File: src/rtl/gpr_pkg.sv
package gpr_pkg;
    typedef enum logic [1:0] {
        DST_RD   = 2'b00,
        DST_RT   = 2'b01,
        DST_LINK = 2'b10,
        DST_NONE = 2'b11
    } dst_sel_e;

    typedef enum logic {
        WB_ALU = 1'b0,
        WB_MEM = 1'b1
    } wb_src_e;
endpackage

File: src/rtl/gpr_dest_decode.sv
module gpr_dest_decode
    import gpr_pkg::*;
#(
    parameter int NUM_REGS = 32,
    localparam int AW = $clog2(NUM_REGS)
) (
    input  logic                   clk,
    input  logic                   rst,
    input  logic                   wr_en,
    input  logic [1:0]             dst_sel,
    input  logic [AW-1:0]          fld_rd,
    input  logic [AW-1:0]          fld_rt,
    output logic [NUM_REGS-1:1]    wen
);
    localparam logic [AW-1:0] LINK_IDX = AW'(NUM_REGS - 1);

    logic [AW-1:0] dst_addr;
    logic          dst_ok;

    always_comb begin
        dst_addr = fld_rd;
        dst_ok   = 1'b1;
        unique case (dst_sel_e'(dst_sel))
            DST_RD:   dst_addr = fld_rd;
            DST_RT:   dst_addr = fld_rt;
            DST_LINK: dst_addr = LINK_IDX;
            DST_NONE: dst_ok   = 1'b0;
            default:  dst_ok   = 1'b0;
        endcase
    end

    for (genvar i = 1; i < NUM_REGS; i++) begin : g_dec
        assign wen[i] = wr_en && dst_ok && (dst_addr == AW'(i));
    end

    assert_none_code_R7: assert property (@(negedge clk) disable iff (rst)
        (dst_sel == 2'b11) |-> (wen == '0));
    assert_strobe_low_R8: assert property (@(negedge clk) disable iff (rst)
        !wr_en |-> (wen == '0));
    assert_single_target_R11: assert property (@(negedge clk) disable iff (rst)
        $onehot0(wen));
    assert_link_target_R6: assert property (@(negedge clk) disable iff (rst)
        (wr_en && dst_sel == 2'b10) |-> wen[NUM_REGS-1]);
endmodule

File: src/rtl/gpr_wdata_mux.sv
module gpr_wdata_mux
    import gpr_pkg::*;
#(
    parameter int DATA_W = 32
) (
    input  logic              wb_src,
    input  logic [DATA_W-1:0] alu_res,
    input  logic [DATA_W-1:0] mem_rdata,
    output logic [DATA_W-1:0] wdata
);
    always_comb begin
        unique case (wb_src_e'(wb_src))
            WB_MEM:  wdata = mem_rdata;
            default: wdata = alu_res;
        endcase
    end
endmodule

File: src/rtl/gpr_storage.sv
module gpr_storage #(
    parameter int DATA_W   = 32,
    parameter int NUM_REGS = 32
) (
    input  logic                               clk,
    input  logic                               rst,
    input  logic [NUM_REGS-1:1]                wen,
    input  logic [DATA_W-1:0]                  wdata,
    output logic [NUM_REGS-1:0][DATA_W-1:0]    rd_bus
);
    typedef struct packed {
        logic [NUM_REGS-1:1][DATA_W-1:0] regs;
    } store_t;

    store_t st_d, st_q;

    always_comb begin
        st_d = st_q;
        for (int i = 1; i < NUM_REGS; i++) begin
            if (wen[i]) st_d.regs[i] = wdata;
        end
        if (rst) st_d = '0;
    end

    always_ff @(negedge clk) begin
        st_q <= st_d;
    end

    always_comb begin
        rd_bus[0] = '0;
        for (int i = 1; i < NUM_REGS; i++) rd_bus[i] = st_q.regs[i];
    end

    assert_reset_clears_R1: assert property (@(negedge clk)
        rst |=> (rd_bus == '0));

    for (genvar i = 1; i < NUM_REGS; i++) begin : g_chk
        assert_write_lands_R4: assert property (@(negedge clk) disable iff (rst)
            wen[i] |=> (rd_bus[i] == $past(wdata)));
        assert_hold_value_R11: assert property (@(negedge clk) disable iff (rst)
            !wen[i] |=> $stable(rd_bus[i]));
    end
endmodule

File: src/rtl/gpr_read_port.sv
module gpr_read_port #(
    parameter int DATA_W   = 32,
    parameter int NUM_REGS = 32,
    localparam int AW = $clog2(NUM_REGS)
) (
    input  logic [NUM_REGS-1:0][DATA_W-1:0] rd_bus,
    input  logic [AW-1:0]                   addr,
    output logic [DATA_W-1:0]               data
);
    assign data = rd_bus[addr];
endmodule

File: src/rtl/gpr_bank3r.sv
module gpr_bank3r
    import gpr_pkg::*;
#(
    parameter int DATA_W   = 32,
    parameter int NUM_REGS = 32,
    localparam int AW = $clog2(NUM_REGS)
) (
    input  logic              clk,
    input  logic              rst,
    input  logic              wr_en,
    input  logic [1:0]        dst_sel,
    input  logic              wb_src,
    input  logic [AW-1:0]     fld_rs,
    input  logic [AW-1:0]     fld_rt,
    input  logic [AW-1:0]     fld_rd,
    input  logic [DATA_W-1:0] alu_res,
    input  logic [DATA_W-1:0] mem_rdata,
    output logic [DATA_W-1:0] opa_data,
    output logic [DATA_W-1:0] opb_data,
    output logic [DATA_W-1:0] st_data
);
    localparam int NPORTS = 3;

    logic [NUM_REGS-1:1]             wen;
    logic [DATA_W-1:0]               wdata;
    logic [NUM_REGS-1:0][DATA_W-1:0] rd_bus;
    logic [NPORTS-1:0][AW-1:0]       port_addr;
    logic [NPORTS-1:0][DATA_W-1:0]   port_data;

    gpr_dest_decode #(.NUM_REGS(NUM_REGS)) u_dec (
        .clk(clk), .rst(rst), .wr_en(wr_en), .dst_sel(dst_sel),
        .fld_rd(fld_rd), .fld_rt(fld_rt), .wen(wen)
    );

    gpr_wdata_mux #(.DATA_W(DATA_W)) u_wmux (
        .wb_src(wb_src), .alu_res(alu_res), .mem_rdata(mem_rdata), .wdata(wdata)
    );

    gpr_storage #(.DATA_W(DATA_W), .NUM_REGS(NUM_REGS)) u_store (
        .clk(clk), .rst(rst), .wen(wen), .wdata(wdata), .rd_bus(rd_bus)
    );

    assign port_addr[0] = fld_rs;
    assign port_addr[1] = fld_rt;
    assign port_addr[2] = fld_rt;

    for (genvar p = 0; p < NPORTS; p++) begin : g_rport
        gpr_read_port #(.DATA_W(DATA_W), .NUM_REGS(NUM_REGS)) u_rp (
            .rd_bus(rd_bus), .addr(port_addr[p]), .data(port_data[p])
        );
    end

    assign opa_data = port_data[0];
    assign opb_data = port_data[1];
    assign st_data  = port_data[2];

    assert_zero_entry_R2: assert property (@(negedge clk) disable iff (rst)
        (fld_rs == '0) |-> (opa_data == '0));
    assert_store_matches_R3: assert property (@(negedge clk) disable iff (rst)
        st_data == opb_data);
endmodule

File: config.mk
export PLATFORM = sky130hd
export DESIGN_NAME = gpr_bank3r
export DESIGN_NICKNAME = d
export VERILOG_FILES = /design/src/rtl/gpr_pkg.sv /design/src/rtl/gpr_dest_decode.sv /design/src/rtl/gpr_wdata_mux.sv /design/src/rtl/gpr_storage.sv /design/src/rtl/gpr_read_port.sv /design/src/rtl/gpr_bank3r.sv
export SDC_FILE = /design/constraint.sdc
export NUM_CORES = 2
export LEC_CHECK = 0
export BUFFER_PORTS_ARGS = -buffer_cell sky130_fd_sc_hd__buf_2
export CORE_ASPECT_RATIO = 0.8
export CORE_MARGIN = 2
export CORE_UTILIZATION = 49
export DETAILED_ROUTE_END_ITERATION = 16
export PLACE_DENSITY_LB_ADDON = 0.05
export SETUP_SLACK_MARGIN = 0.05
export SLEW_MARGIN = 20
export SYNTH_ARGS = -nofsm -noshare
export SYNTH_HDL_FRONTEND = slang
export SYNTH_HIERARCHICAL = 1
export SYNTH_SLANG_ARGS = --single-unit
File: constraint.sdc
create_clock -name clk -period 2.6 [get_ports clk]
set_input_delay 0.39 -clock clk [delete_from_list [all_inputs] [get_ports clk]]
set_output_delay 0.39 -clock clk [all_outputs]
set_load 0.03 [all_outputs]
Word level (Yosys, flattened, before mapping) --
Cells that the tools add are included.
Storage, ports and cells: register bits after elaboration 992, latch bits 0, bits in writable memories 0, bits in read-only memories 0, bits of input ports 85, output and inout port bits 96, word-level logic and storage cells 106, memories 0
Cells by class: $add $sub $neg 0, multipliers 0, divide/modulo/power cells 0, order comparisons 2, eq/ne operators 34, shifts and indexed selects 0, muxes and demuxes 7, bitwise operators 0, reduce and logical (&&, ||, !) cells 32
Operators with widths (number):
- 32-bit binary-select mux with 5-bit select | 2
- 32-bit 2-to-1 mux | 3
- 5-bit == test (second input constant) | 16
- 5-bit by 4-bit == test with 1-bit output (second input constant) | 8
- 1-bit logical AND | 32
- 5-bit by 3-bit == test with 1-bit output (second input constant) | 4
- 5-bit by 6-bit < comparator with 1-bit output (second input constant) | 2
- 5-bit by 2-bit == test with 1-bit output (second input constant) | 2
- 5-bit case mux with 2 select lines | 1
- 5-bit by 1-bit == test with 1-bit output (second input constant) | 1
- 2-bit == test (second input constant) | 2
- 2-bit by 1-bit == test with 1-bit output (second input constant) | 1
- 1-bit 2-to-1 mux | 1

Logic depth before layout (Yosys ltp) --
depth in word-level cells 4, depth in mapped cells 10, gate-level depth less buffers 7

Modules after synthesis --
Netlist, hierarchy kept.
Modules (own cells, without submodules):
- gpr_storage | instances 1, cells each 3340, area an instance 36573.8 um^2, sequential area each 19859.0 um^2
- gpr_read_port | instances 3, cells each 1158, area an instance 8887.3 um^2, sequential area each 0.0 um^2
- gpr_dest_decode | instances 1, cells each 74, area an instance 599.3 um^2, sequential area each 0.0 um^2
- gpr_wdata_mux | instances 1, cells each 36, area an instance 544.3 um^2, sequential area each 0.0 um^2

==> summary.md <==
| Metric | Value |
|---|---|
| Max_slew headroom | 0.394 |
| Die Y | 328 um |
| Hold Vio Cnt, Final | 0 |
| Crit path DAT | 3.48 ns |
| Post-Route Utilization | 0.646 |
| Largest area contributor in the netlist | mux2i_1 |
| H-tree levels | 3 |
| Wire per inst | 26.2 um |
| Die area | 134000 um^2 |
| HPWL after detailed placement | 162000 um |
| Crit Path Class | register to output pin |
| Post-Synthesis Cells | 6924 |
| Total track usage | 0.369 |
| Area of the multi-input gates | 41900 um^2 |
| Clock transition at path regs | 0.04 ns |
| Pwr dens | 583 nW/um^2 |
| Post-synth EDFFs | 0 |
| Iter 0 DRT Violations | 6069 |
| Synth Cell Area | 64400 um^2 |
| Slowest stage delay, CP | 0.34 ns |
| Skew final | 0 ns |
| RSZ-0062 raised after global routing | yes |
| First-pass GRT wire length | 379000 um |
| Nets | 8403 |
| Commonest non-fill, non-tap cell in the layout | mux2i_1 |
| Core area | 130000 um^2 |
| Residual DRC | 0 |
| Syn Area/Cell | 9.30 um^2 |
| VDD IR max | 0.628 mV |
| Tot Pwr | 0.0489 W |
| Bufs on Longest Clock Path | 3 |
| Main synth FF type | dfxtp_1 |
| WP buf/inv | 2 |
| Pin count of the biggest net entering global routing | 121 |
| CTS tree | built |
| Cell-by-cell trace of the critical path | mux2i_1 -> a22o_1 -> nor3_2 -> buf_4 -> a31oi_4 -> nand3_2 -> buf_6 |
| Setup TNS | -678.12 ns |
| Number of global-route vias before repair | 60600 |
| CTS Buf Count | 115 |
| Site Rows | 118 |
| Cell variety after synth | 39 |
| Leak | 37.4 nW |
| Drt first pass iters | 6 |
| CP Max Fanout | 4 |
| Synthesis-to-finish area growth | 30.3% |
| Non-Filler Instances | 10200 |
| Area share of the largest cell type after synthesis | 0.393 |
| Routability-driven placement congestion ratio | 0.899 |
| Vias/cell | 6.04 |
| Remaining Overflow, GRT | 0 |
| Fillers | 11000 |
| Sequential-to-total area share from yosys stat | 0.308 |
| Synth warn | 6 |
| Initial antenna violation count | 1 |
| Max Slew Vio Count | 0 |
| # IOs | 181 |
| Initial Util | 0.496 |
| Max reg flops | 992 |
| Detail Route Antenna Nets | 0 |
| Commonest non-fill, non-tap cells in the layout | mux2i_1 (2507), inv_1 (1007), nor2_1 (992), dfxtp_1 (797), buf_4 (460) |
| Largest cells by area after synthesis | mux2i_1 (39%), dfxtp_1 (31%), nor2_1 (5.8%), buf_6 (4.0%), a22oi_1 (3.4%) |
| Max_cap viols | 0 |
| Layout cells sized above 1 | 0.211 |
| Die width | 409 um |
| CP top delay family | simple AND/OR/NAND/NOR gates |
| Crit. End Element | output pin |
| Share of flip-flops with an asynchronous set or reset | 0 |
| Final worst slack | -1.27 ns |
| Worst skew pair latency | 0.73 ns |
| Tightest Pin Transition | 0.909 ns |
| Data required time at the worst endpoint | 2.21 ns |
| Failing checks | setup timing |
| Final WL | 266000 um |
| Port buffer count | 180 |
| Sequential cell area | 20100 um^2 |
| CP max stage cell | dfxtp_2 |
| Clock sinks | 992 |
| Crit start category | register |
| Vias | 61300 |
| Post-Place Setup Slack | -1.56 ns |
| Yosys reg bits | 992 |
| Clock Tree Root | clkbuf_16 |
| HP Class | register to register |
| Status | finished with violations |
| DP Cell Count | 8855 |
| Final setup fails | 1088 |
## cell type report
type	instances	share of cell area
antenna	1	0.0000298
clock buffer	118	0.0352
clock inverter	1087	0.0603
inverter	2	0.000149
multi-input combinational	5213	0.499
sequential	992	0.240
tap	1740	0.0260
timing repair buffer	998	0.139
## cell families (layout without fill, tap and decap cells)
family	count (synthesis)	in the layout	share of synthesized area
buffers and inverters	750	2205	0.0843
DFF	992	992	0.308
and+or+nand+nor	1736	1736	0.111
other	1	33	0.0000582
AOI/OAI and AO/OA	881	881	0.0950
adders and majority gates	4	4	0.000777
muxes	2560	2560	0.400
## cells in the mapped netlist, drive strengths merged, types with 2 or more instances
master  number
dfxtp      992
nand2b      11
mux2        32
and2         3
nor2b        5
clkbuf     197
a22o       192
nand2      293
nor4         8
a211o        5
o22ai        2
buf        550
nand3      290
a211oi       5
o211ai       3
and2b        7
nor3       119
inv          3
nor2       996
mux2i     2528
ha           4
a22oi      288
a21oi      288
or2          3
a31oi       96
## worst register-to-register path: cells and delay by family (launching register included)
kind	cells	cell delay, ns
simple gates	1	0.14
flops	1	0.55
mux	1	0.19
## where the power goes
| part | switching (W) | internal, W |
|---|---|---|
| Sequential | 0.000178 | 0.0155 |
| Clock | 0.0116 | 0.0135 |
| Combinational | 0.00491 | 0.00329 |
| Total | 0.0167 | 0.0322 |
## repair_timing
action,4_1_cts,5_1_grt
setup endpoints to repair,1088,1088
cloned,19,16
resized for setup,799,193
hold buffers,0,0
buffers inserted,57,34
pin swaps,275,234
## per-stage QoR
| step | instance area, um^2 | hold WS [ns] |
|---|---|---|
| 3_5_place_dp | 70600 | 0.530 |
| 5_1_grt | 83900 | 0.533 |
| 6_report | 83900 | 0.510 |
| 2_1_floorplan | 64600 | 0.503 |
| 3_3_place_gp | 70600 | 0.519 |
| 4_1_cts | 82500 | 0.511 |
## metal layers
metal,vias to the layer above,global-route usage,wire length [um]
li1,27700,-,-
met1,30000,0.509,117000
met2,3018,0.535,113000
met3,603,0.0979,24700
met4,0,0.172,10700
met5,-,0,0
## worst paths after layout
path / slack [ns] / cells past startpoint / startpoint / end
worst max-delay path: -1.27 / 7 / u_store/rd_bus[124] / opa_data[28]
worst min-delay path: 0.51 / 2 / u_store/rd_bus[71] / u_store/rd_bus[71]
worst max register to register: 1.65 / 2 / u_store/rd_bus[864] / u_store/rd_bus[864]
worst min register to register: 0.51 / 2 / u_store/rd_bus[71] / u_store/rd_bus[71]
(Power assumes the default switching activity.)
